[src/rtl/gci_tsi_pkg.sv]
package gci_tsi_pkg;
  localparam int unsigned SLOT_FIELD_W = 4;
  localparam int unsigned REG_ADDR_W   = 4;

  typedef struct packed {
    logic                    en;
    logic [SLOT_FIELD_W-1:0] slot;
  } strb_cfg_t;
endpackage

[src/rtl/gci_tsi_clkgen.sv]
module gci_tsi_clkgen
  import gci_tsi_pkg::*;
#(
  parameter int unsigned MC_PER_BIT = 10,
  parameter int unsigned NBITS      = 96,
  parameter int unsigned SLOT_BITS  = 8
) (
  input  logic                         clk,
  input  logic                         rst_n,
  output logic                         bit_adv_o,
  output logic                         samp_o,
  output logic [SLOT_FIELD_W-1:0]      slot_nxt_o,
  output logic [$clog2(SLOT_BITS)-1:0] pos_nxt_o,
  output logic [SLOT_FIELD_W-1:0]      slot_cur_o,
  output logic [$clog2(SLOT_BITS)-1:0] pos_cur_o,
  output logic                         bit_clk_o,
  output logic                         dat_clk_o,
  output logic                         frame_sync_o
);
  localparam int unsigned HALF  = MC_PER_BIT / 2;
  localparam int unsigned DHI   = (HALF + 1) / 2;
  localparam int unsigned MC_W  = $clog2(MC_PER_BIT);
  localparam int unsigned BIT_W = $clog2(NBITS);
  localparam int unsigned POS_W = $clog2(SLOT_BITS);

  logic [MC_W-1:0]  mc_q, mc_d;
  logic [BIT_W-1:0] bit_q, bit_d;
  logic             bclk_d, dclk_d, fs_d;
  logic             bclk_q, dclk_q, fs_q;

  // next-state
  always_comb begin
    mc_d  = mc_q + 1'b1;
    bit_d = bit_q;
    if (mc_q == MC_W'(MC_PER_BIT - 1)) begin
      mc_d  = '0;
      bit_d = (bit_q == BIT_W'(NBITS - 1)) ? '0 : bit_q + 1'b1;
    end
    bclk_d = (mc_d < MC_W'(HALF));
    dclk_d = (mc_d < MC_W'(DHI)) ||
             ((mc_d >= MC_W'(HALF)) && (mc_d < MC_W'(HALF + DHI)));
    fs_d   = (bit_d == '0) && (mc_d < MC_W'(HALF));
  end

  // registers
  always_ff @(posedge clk or negedge rst_n) begin
    if (!rst_n) begin
      mc_q   <= MC_W'(MC_PER_BIT - 1);
      bit_q  <= BIT_W'(NBITS - 1);
      bclk_q <= 1'b0;
      dclk_q <= 1'b0;
      fs_q   <= 1'b0;
    end else begin
      mc_q   <= mc_d;
      bit_q  <= bit_d;
      bclk_q <= bclk_d;
      dclk_q <= dclk_d;
      fs_q   <= fs_d;
    end
  end

  assign bit_adv_o    = (mc_d == '0);
  assign samp_o       = (mc_d == MC_W'(HALF));
  assign slot_nxt_o   = SLOT_FIELD_W'(bit_d / SLOT_BITS);
  assign pos_nxt_o    = POS_W'(bit_d % SLOT_BITS);
  assign slot_cur_o   = SLOT_FIELD_W'(bit_q / SLOT_BITS);
  assign pos_cur_o    = POS_W'(bit_q % SLOT_BITS);
  assign bit_clk_o    = bclk_q;
  assign dat_clk_o    = dclk_q;
  assign frame_sync_o = fs_q;
endmodule

[src/rtl/gci_tsi_tx.sv]
module gci_tsi_tx
  import gci_tsi_pkg::*;
#(
  parameter int unsigned NSLOT     = 12,
  parameter int unsigned SLOT_BITS = 8
) (
  input  logic                         clk,
  input  logic                         rst_n,
  input  logic                         wr_en,
  input  logic [REG_ADDR_W-1:0]        wr_addr,
  input  logic [SLOT_BITS-1:0]         wr_data,
  input  logic                         bit_adv,
  input  logic [SLOT_FIELD_W-1:0]      slot_nxt,
  input  logic [$clog2(SLOT_BITS)-1:0] pos_nxt,
  output logic                         ser_dn_o
);
  localparam int unsigned POS_W = $clog2(SLOT_BITS);

  logic [NSLOT-1:0][SLOT_BITS-1:0] dn_mem;
  logic [POS_W-1:0]                bsel;
  logic                            dn_d, dn_q;

  for (genvar s = 0; s < NSLOT; s++) begin : g_slot
    logic we;
    assign we = wr_en && (wr_addr == REG_ADDR_W'(s));
    always_ff @(posedge clk or negedge rst_n) begin
      if (!rst_n)  dn_mem[s] <= '0;
      else if (we) dn_mem[s] <= wr_data;
    end
  end

  always_comb begin
    bsel = POS_W'(SLOT_BITS - 1) - pos_nxt;
    dn_d = dn_q;
    if (bit_adv) dn_d = dn_mem[slot_nxt][bsel];
  end

  always_ff @(posedge clk or negedge rst_n) begin
    if (!rst_n) dn_q <= 1'b0;
    else        dn_q <= dn_d;
  end

  assign ser_dn_o = dn_q;
endmodule

[src/rtl/gci_tsi_rx.sv]
module gci_tsi_rx
  import gci_tsi_pkg::*;
#(
  parameter int unsigned NSLOT     = 12,
  parameter int unsigned SLOT_BITS = 8
) (
  input  logic                         clk,
  input  logic                         rst_n,
  input  logic                         samp,
  input  logic [SLOT_FIELD_W-1:0]      slot_cur,
  input  logic [$clog2(SLOT_BITS)-1:0] pos_cur,
  input  logic                         ser_up_i,
  input  logic [REG_ADDR_W-1:0]        rd_addr,
  output logic [SLOT_BITS-1:0]         rd_data
);
  localparam int unsigned POS_W = $clog2(SLOT_BITS);

  logic [NSLOT-1:0][SLOT_BITS-1:0] up_mem;
  logic [SLOT_BITS-1:0]            sh_q, sh_d;
  logic                            last_bit;

  always_comb begin
    sh_d     = sh_q;
    if (samp) sh_d = {sh_q[SLOT_BITS-2:0], ser_up_i};
    last_bit = samp && (pos_cur == POS_W'(SLOT_BITS - 1));
  end

  always_ff @(posedge clk or negedge rst_n) begin
    if (!rst_n) sh_q <= '0;
    else        sh_q <= sh_d;
  end

  for (genvar s = 0; s < NSLOT; s++) begin : g_slot
    logic we;
    assign we = last_bit && (slot_cur == SLOT_FIELD_W'(s));
    always_ff @(posedge clk or negedge rst_n) begin
      if (!rst_n)  up_mem[s] <= '0;
      else if (we) up_mem[s] <= sh_d;
    end
  end

  always_comb begin
    rd_data = '0;
    if (rd_addr < REG_ADDR_W'(NSLOT)) rd_data = up_mem[rd_addr[SLOT_FIELD_W-1:0]];
  end
endmodule

[src/rtl/gci_tsi_strobe.sv]
module gci_tsi_strobe
  import gci_tsi_pkg::*;
#(
  parameter int unsigned REG_ADDR  = 12,
  parameter int unsigned SLOT_BITS = 8
) (
  input  logic                    clk,
  input  logic                    rst_n,
  input  logic                    wr_en,
  input  logic [REG_ADDR_W-1:0]   wr_addr,
  input  logic [SLOT_BITS-1:0]    wr_data,
  input  logic                    bit_adv,
  input  logic [SLOT_FIELD_W-1:0] slot_nxt,
  output logic                    strb_o
);
  localparam int unsigned EN_BIT = SLOT_BITS - 1;

  strb_cfg_t cfg_q, cfg_d;
  logic      strb_q, strb_d;
  logic      hit;

  always_comb begin
    hit   = wr_en && (wr_addr == REG_ADDR_W'(REG_ADDR));
    cfg_d = cfg_q;
    if (hit) begin
      cfg_d.en   = wr_data[EN_BIT];
      cfg_d.slot = wr_data[SLOT_FIELD_W-1:0];
    end
    strb_d = strb_q;
    if (bit_adv) strb_d = cfg_q.en && (cfg_q.slot == slot_nxt);
  end

  always_ff @(posedge clk or negedge rst_n) begin
    if (!rst_n) begin
      cfg_q  <= '0;
      strb_q <= 1'b0;
    end else begin
      cfg_q  <= cfg_d;
      strb_q <= strb_d;
    end
  end

  assign strb_o = strb_q;
endmodule

[src/rtl/gci_tsi.sv]
module gci_tsi
  import gci_tsi_pkg::*;
#(
  parameter int unsigned NSLOT      = 12,
  parameter int unsigned SLOT_BITS  = 8,
  parameter int unsigned MC_PER_BIT = 10,
  parameter int unsigned NSTRB      = 2
) (
  input  logic                  clk,
  input  logic                  rst_n,
  input  logic                  wr_en,
  input  logic [3:0]            wr_addr,
  input  logic [SLOT_BITS-1:0]  wr_data,
  input  logic [3:0]            rd_addr,
  output logic [SLOT_BITS-1:0]  rd_data,
  input  logic                  ser_up_i,
  output logic                  ser_dn_o,
  output logic                  bit_clk_o,
  output logic                  dat_clk_o,
  output logic                  frame_sync_o,
  output logic [NSTRB-1:0]      slot_strobe_o
);
  localparam int unsigned NBITS = NSLOT * SLOT_BITS;
  localparam int unsigned POS_W = $clog2(SLOT_BITS);

  logic [1:0]              rst_sync_q;
  logic                    rst_int_n;
  logic                    bit_adv, samp;
  logic [SLOT_FIELD_W-1:0] slot_nxt, slot_cur;
  logic [POS_W-1:0]        pos_nxt, pos_cur;

  // reset: asserted asynchronously, released on the clock
  always_ff @(posedge clk or negedge rst_n) begin
    if (!rst_n) rst_sync_q <= 2'b00;
    else        rst_sync_q <= {rst_sync_q[0], 1'b1};
  end
  assign rst_int_n = rst_sync_q[1];

  gci_tsi_clkgen #(
    .MC_PER_BIT(MC_PER_BIT), .NBITS(NBITS), .SLOT_BITS(SLOT_BITS)
  ) u_clkgen (
    .clk(clk), .rst_n(rst_int_n),
    .bit_adv_o(bit_adv), .samp_o(samp),
    .slot_nxt_o(slot_nxt), .pos_nxt_o(pos_nxt),
    .slot_cur_o(slot_cur), .pos_cur_o(pos_cur),
    .bit_clk_o(bit_clk_o), .dat_clk_o(dat_clk_o), .frame_sync_o(frame_sync_o)
  );

  gci_tsi_tx #(.NSLOT(NSLOT), .SLOT_BITS(SLOT_BITS)) u_tx (
    .clk(clk), .rst_n(rst_int_n),
    .wr_en(wr_en), .wr_addr(wr_addr), .wr_data(wr_data),
    .bit_adv(bit_adv), .slot_nxt(slot_nxt), .pos_nxt(pos_nxt),
    .ser_dn_o(ser_dn_o)
  );

  gci_tsi_rx #(.NSLOT(NSLOT), .SLOT_BITS(SLOT_BITS)) u_rx (
    .clk(clk), .rst_n(rst_int_n),
    .samp(samp), .slot_cur(slot_cur), .pos_cur(pos_cur),
    .ser_up_i(ser_up_i), .rd_addr(rd_addr), .rd_data(rd_data)
  );

  for (genvar k = 0; k < NSTRB; k++) begin : g_strb
    gci_tsi_strobe #(.REG_ADDR(NSLOT + k), .SLOT_BITS(SLOT_BITS)) u_strb (
      .clk(clk), .rst_n(rst_int_n),
      .wr_en(wr_en), .wr_addr(wr_addr), .wr_data(wr_data),
      .bit_adv(bit_adv), .slot_nxt(slot_nxt),
      .strb_o(slot_strobe_o[k])
    );
  end
endmodule

[config.mk]
export PLATFORM = sky130hd
export DESIGN_NAME = gci_tsi
export DESIGN_NICKNAME = d
export VERILOG_FILES = /design/src/rtl/gci_tsi_pkg.sv /design/src/rtl/gci_tsi_clkgen.sv /design/src/rtl/gci_tsi_tx.sv /design/src/rtl/gci_tsi_rx.sv /design/src/rtl/gci_tsi_strobe.sv /design/src/rtl/gci_tsi.sv
export SDC_FILE = /design/constraint.sdc
export NUM_CORES = 1
export LEC_CHECK = 0
export BUFFER_PORTS_ARGS = -buffer_cell sky130_fd_sc_hd__buf_2
export CORE_MARGIN = 4
export CORE_UTILIZATION = 55
export CTS_CLUSTER_DIAMETER = 40
export DETAILED_ROUTE_END_ITERATION = 10
export GPL_ROUTABILITY_DRIVEN = 0
export PLACE_DENSITY = 0.8
export SYNTH_ARGS = -nofsm -noshare
export SYNTH_HDL_FRONTEND = slang
export SYNTH_HIERARCHICAL = 1
export SYNTH_SLANG_ARGS = --single-unit
export TNS_END_PERCENT = 30
[constraint.sdc]
create_clock -name clk -period 6.6 [get_ports clk]
set_clock_uncertainty 0.1 [all_clocks]
set_input_delay 0.66 -clock clk [delete_from_list [all_inputs] [get_ports clk]]
set_output_delay 0.66 -clock clk [all_outputs]
set_load 0.05 [all_outputs]
==> results of run 1 <==
-- metrics by stage --
stage	setup slack [ps]	power [mW]	util, %	instance area, um2	cells
2_1_floorplan	2740	1.90	-	10900	736
3_3_place_gp	3010	1.96	57.7	11300	994
3_5_place_dp	2930	1.99	57.7	11300	994
4_1_cts	2910	3.64	63.0	12300	1051
5_1_grt	2700	3.76	63.0	12300	1051
6_report	2910	3.61	63.0	12300	1051
-- repair_timing --
action / CTS / global route
endpoints found under the hold margin: 2 / 0
hold buffers: 1 / 0
setup endpoints to repair: 0 / 0
-- sequential cells by signal, summed over array words and instances, names as in the netlist --
name                   cells
u_clkgen/mc_q              4
g_strb.u_strb/cfg_q       10
u_tx/ser_dn_o              1
u_clkgen/frame_sync_o      1
u_rx/sh_q                  8
u_tx/dn_mem               96
u_clkgen/bit_clk_o         1
u_clkgen/bit_q             7
u_rx/up_mem               96
rst_sync_q                 2
u_clkgen/dat_clk_o         1
g_strb.u_strb/strb_o       2
-- cells by family after synthesis --
group,after synthesis
other cells,1
simple gates,97
mux,277
flops,229
fa+ha+maj,1
compound gates,59
buf+inv,67
xor+xnor,5
-- synthesized netlist by cell type (all sizes together) (5+ instances only) --
library cell  count  area [um2]
a21oi             5        25.0
a22oi            12        90.1
a31oi             5        31.3
buf              22         149
clkbuf           25        93.8
dfrtp           221        5530
dfstp             8         210
inv              20        77.6
mux2            214        2470
mux2i            23         230
mux4             40         938
nand2            20        75.1
nand2b           12        75.1
nand3             6        30.0
nor2             18        82.6
nor2b             7        43.8
nor4              9         191
o21ai            14        70.1
-- worst max-delay path by stage --
stage,startpoint,to,depth (start not counted)
2_1_floorplan,rst_sync_q[1],g_strb[0].u_strb/cfg_q[0],0
3_3_place_gp,u_clkgen/bit_q[3],u_tx/ser_dn_o,10
3_5_place_dp,u_clkgen/bit_q[3],u_tx/ser_dn_o,10
4_1_cts,u_clkgen/bit_q[3],u_tx/ser_dn_o,10
5_1_grt,u_clkgen/bit_q[3],u_tx/ser_dn_o,10
6_report,u_clkgen/bit_q[3],u_tx/ser_dn_o,10
-- layer usage --
| layer | up-vias | part of all wire (%) | track usage (%) |
|---|---|---|---|
| li1 | 2795 | - | - |
| met5 | - | 0 | 0 |
| met3 | 41 | 5.2 | 3.86 |
| met1 | 3474 | 43 | 30.4 |
| met2 | 182 | 50 | 35.5 |
| met4 | 0 | 1.8 | 5.86 |
-- worst register-to-register path, cell delays in order (launching register included) --
cell and delay [ps]:
dfstp_2 810, nand3_1 180, nor2_1 420, xor2_4 160, buf_4 480, mux4_2 590
mux2i_1 160, nand2_1 90, o211ai_2 80, a41oi_1 120, a221o_1 370
-- where the power goes --
| part | leakage, nW | switching (mW) | internal [mW] |
|---|---|---|---|
| Sequential | 2.97 | 0.0938 | 1.56 |
| Clock | 0.500 | 0.625 | 1.01 |
| Combinational | 1.90 | 0.136 | 0.179 |
-- final cells by class --
type	instances	area, um2	share of cell area, %
inverter	20	77.6	0.630
tap	265	332	2.69
clock buffer	42	877	7.13
clock inverter	14	156	1.27
multi-input combinational	440	4890	39.8
timing repair buffer	41	228	1.85
sequential	229	5740	46.7
==> results.toml, run 1 <==
[status]
status = "complete, no violations"

[sta]
relSlewSlack_pct = 32.4
fin_tns_setup_ps = 0
finalCritPeriodShare_pct = 55.9
worst_hold_slack_ps = 251
max_slew.worst_pin.slew_ps = 1010
finalCriticalPeriod_ps = 3690
rsz0062_at_grt = "false"
slew_viol_final = 0
setup_violations = 0
hold_viol = 0
fmax_mhz = 271

[clock_network]
numCtsBuffers = 31
clk_pin_slew_ps = 60
htree_num_levels = 1
cts_setup_buffers = 0
cts_tree = "built"
clk_latency_ps = 550
cts.sinks = 229
clockBufferDepth = 3
post_cts_resized = 0
root_buffer = "clkbuf_16"

[yosys]
synth-compound-area-share_pct = 3.88
synth_mux_area_share_pct = 33.3
yosysWarningCount = 6
synthFlopType = "dfrtp_1"
postSynthAreaPerCell_um2 = 14.8
syn-cell-area_um2 = 10900
synthAdderAreaFrac_pct = 0.114
synth-seq-cells = 229
synth_edf_count = 0
synth-simple-area-share_pct = 6.79
synth-xor-area-share_pct = 0.401
mappedNetlistNets = 757
synthDistinctLibCells = 61
async_flop_share_pct = 100
syn_inst = 736
ys_seq_area_share_pct = 52.5
synth_top_family_by_area = "multiplexers"

[setup_path]
r2r-end = "u_tx/ser_dn_o"
crit_fanout = 35
critPathRequiredTime_ps = 6930
ff2ff_path_depth = 10
crit_chain = "nand3_1 > nor2_1 > xor2_4 > buf_4 > mux4_2 > mux2i_1 > nand2_1 > o211ai_2 > a41oi_1 > a221o_1"
cp-start-kind = "flop"
endpoint_kind = "flop"
cp_num_buf_inv = 1
critPathMaxStageDelay_ps = 810
reg2reg_from = "u_clkgen/bit_q[3]"
worst_ep_arrival_time_ps = 4020
r2r_slack_ps = 2910
slowest_stage = "dfstp_2"
cp_top_family = "flip-flops"
path_class = "flop to flop"

[detailed_routing]
ant_nets = 0
vias = 6492
dr.pass1.iters = 5
drc = 0
viasPerCell = 6.18
wirelength_um = 23100
wl_per_cell_um = 22.0
drt_iter0_markers = 464

[floorplanning]
start_util_pct = 56.0
num_rows = 51
core-area_um2 = 19500
dieArea_um2 = 22200
fp.dieW_um = 149
die_h_um = 149
ios = 34

[grt]
antenna_found_initial = 0
grt_pass1_wl_um = 38500
grtUsageTotal_pct = 21.7
grt-ovfl-total = 0
grt_max_degree = 83
first_global_vias = 7102

[min_path]
hold_end = "rst_sync_q[1]"
worstHoldPathCells = 0
hold_start = "rst_sync_q[0]"
hold_class = "flop to flop"

[place]
portBuffers = 33
hpwl_um = 15000

[final_layout]
antenna_cells = 0
final_nets = 784
final_common_cell = "dfrtp_1"
layout-drive-gt1-share_pct = 47.2
area_delta_synth_final_pct = 12.6
mostFrequentLayoutCells = "220 x dfrtp_1, 197 x mux2_2, 33 x buf_2"
fillers = 1423

[pwr]
p_leak_nw = 5.37
power.density_nw_per_um2 = 293
ir_worst_vdd_mv = 0.228

[job]
maxCapViolations = 0
(Power assumes the default switching activity.)
==> run 2: changes to the inputs <==
Settings changed: ABC_AREA from default to 1, PLACE_DENSITY 0.8 to 0.77.
Clock period 6.6 ns to 3.8 ns, I/O delays scaled along.
==> results.toml, run 2 <==
[detailed_routing]
ant_nets = 0
vias = 9416
drc = 0
viasPerCell = 5.52
wl_per_cell_um = 15.8
dr.pass1.iters = 7
wirelength_um = 27100
drt_iter0_markers = 824

[pwr]
p_leak_nw = 6.05
clockPowerShare_pct = 44.5
switchingPower_mw = 1.74
power.density_nw_per_um2 = 511
power.share.combinational_pct = 10.3
ir_worst_vdd_mv = 0.305
pwr-share-seq_pct = 45.2
finalPower_mw = 6.28
p_int_mw = 4.54
switching_share_pct = 27.7

[yosys]
synth-seq-cells = 229
mappedNetlistNets = 1428
syn-cell-area_um2 = 11000
synth_edf_count = 0
ys_top_cells_by_area = "dfrtp_1 50%, nand2_1 19%, o21ai_0 8.0%, nand3_1 6.9%, inv_1 3.2%"
yosysMostFrequentCell = "nand2_1"
synthTopCellsByCount = "549 x nand2_1, 221 x dfrtp_1, 175 x o21ai_0"
synthDistinctLibCells = 39
postSynthAreaPerCell_um2 = 7.79
synthFlopType = "dfrtp_1"
syn_inst = 1407
synth_top_area_share_pct = 50.5
ys_seq_area_share_pct = 52.4
async_flop_share_pct = 100
yosysWarningCount = 6
synth_top_area_cell = "dfrtp_1"

[clock_network]
numCtsBuffers = 31
htree_num_levels = 1
cts.sinks = 229
clk_latency_ps = 550
root_buffer = "clkbuf_16"
cts_setup_buffers = 0
cts_tree = "built"
clk_pin_slew_ps = 60
clockBufferDepth = 3

[grt]
grtUsageTotal_pct = 25.0
grt_max_degree = 77
first_global_vias = 8995
grt_pass1_wl_um = 45600
antenna_found_initial = 0
grt-ovfl-total = 0

[sta]
setup_slack_ps = 861
worst_hold_slack_ps = 45.5
setup_violations = 0
rsz0062_at_grt = "false"
fin_tns_setup_ps = 0
fmax_mhz = 340
relSlewSlack_pct = 29.2
max_slew.worst_pin.slew_ps = 1050
finalCriticalPeriod_ps = 2940
slew_viol_final = 0
hold_viol = 0
finalCritPeriodShare_pct = 77.4

[place]
portBuffers = 33
dpl.cell_count = 1642
hpwl_um = 16800
place_area_um2 = 11200
dp_worst_setup_slack_ps = 1000

[final_layout]
layout-drive-gt1-share_pct = 10.4
fillers = 1703
mostFrequentLayoutCells = "549 x nand2_1, 220 x dfrtp_1, 175 x o21ai_0"
finalInstanceArea_um2 = 12300
stdcell_count = 1707
top_regs = "u_rx/up_mem (96), u_tx/dn_mem (96), g_strb.u_strb/cfg_q (10)"
antenna_cells = 0
final_util_pct = 62.9
final_nets = 1438
final_common_cell = "nand2_1"
area_delta_synth_final_pct = 12.2

[min_path]
hold_class = "primary input to async pin"

[floorplanning]
core-area_um2 = 19500
start_util_pct = 56.1
ios = 34
num_rows = 51
fp.dieW_um = 149
dieArea_um2 = 22200
die_h_um = 149

[status]
status = "complete, no violations"

[setup_path]
crit_fanout = 29
endpoint_kind = "flop"
critPathRequiredTime_ps = 4190
ff2ff_path_depth = 18
path_class = "flop to flop"
cp-start-kind = "flop"
worst_ep_arrival_time_ps = 3330

[job]
maxCapViolations = 0
run 2: cell count changes after synthesis, sizes merged, moves of 12 or more:
cell,before,now
mux2i,23,0
a22oi,12,0
buf,22,39
a21oi,5,17
nor2,18,55
nand2b,12,0
mux2,214,0
mux4,40,0
inv,20,103
o21ai,14,187
nand3,6,155
nand2,20,555
run 2: final cells by class:
class                   instances  area (um2)  area share, %
clock buffers                  32         790           6.42
clock inverters                26         231           1.88
inverters                     105         394           3.21
multi-input cells             999        4460           36.3
flip-flops and latches        229        5740           46.7
well taps                     265         332           2.70
repair buffers                 51         343           2.79
run 2: kinds of logic (layout without fill, tap and decap cells):
group / Yosys count / count (layout) / share of synthesized area, %
adders and majority gates: 1 / 1 / 0.114
other: 1 / 1 / 0.0342
DFF: 229 / 229 / 52.4
xor gates and xnor gates: 1 / 1 / 0.0800
AOI/OAI and AO/OA: 207 / 207 / 9.70
buffers and inverters: 179 / 214 / 6.93
and+or+nand+nor: 789 / 789 / 30.8
run 2: path summary, 6_finish.rpt:
| check | start | end | slack (ps) |
|---|---|---|---|
| max | u_clkgen/bit_q[0] | u_tx/ser_dn_o | 860 |
| min | rst_n | rst_sync_q[0] | 50 |
| max reg2reg | u_clkgen/bit_q[0] | u_tx/ser_dn_o | 860 |
| min reg2reg | rst_sync_q[0] | rst_sync_q[1] | 260 |
| max in group asynchronous | rst_sync_q[1] | u_clkgen/bit_q[4] | 2360 |
| min in group clk | wr_addr[2] | g_strb[1].u_strb/cfg_q[4] | 120 |
run 2: routing by layer:
layer  global-route usage [%]  wire length, um  up-vias
met5                        0                0        -
met4                     6.64              589        0
met3                     3.92             1860       40
met2                     39.4            12500      323
met1                     36.4            12100     4537
li1                         -                -     4516
run 2: repair_timing:
item,CTS,global route
hold endpoints to repair,9,0
resized for setup,0,0
hold buffers,7,0
run 2: worst max-delay path: stages (launching register included):
cell     delay (ps)
dfstp_2         580
ha_1            270
nand3_1         120
nand2_1          80
nand3_1          70
nand2_1          70
buf_4           340
inv_2           320
nor2_1          170
o21ai_0          90
nand2_1          90
nand2_1          80
nand3_1         100
nand3_1          70
nand3_1          70
nand2_1          60
nand2_1          60
nand2_1          50
nand2_1          60
run 2: power by group through the flow:
stage | clock (mW) | sequential (mW) | combinational (mW)
detailed placement | 0 | 2.87 | 0.639
CTS | 2.85 | 2.84 | 0.649
global route | 2.96 | 2.87 | 0.756
finish | 2.80 | 2.84 | 0.649
floorplan | 0 | 2.87 | 0.452
global placement | 0 | 2.87 | 0.612
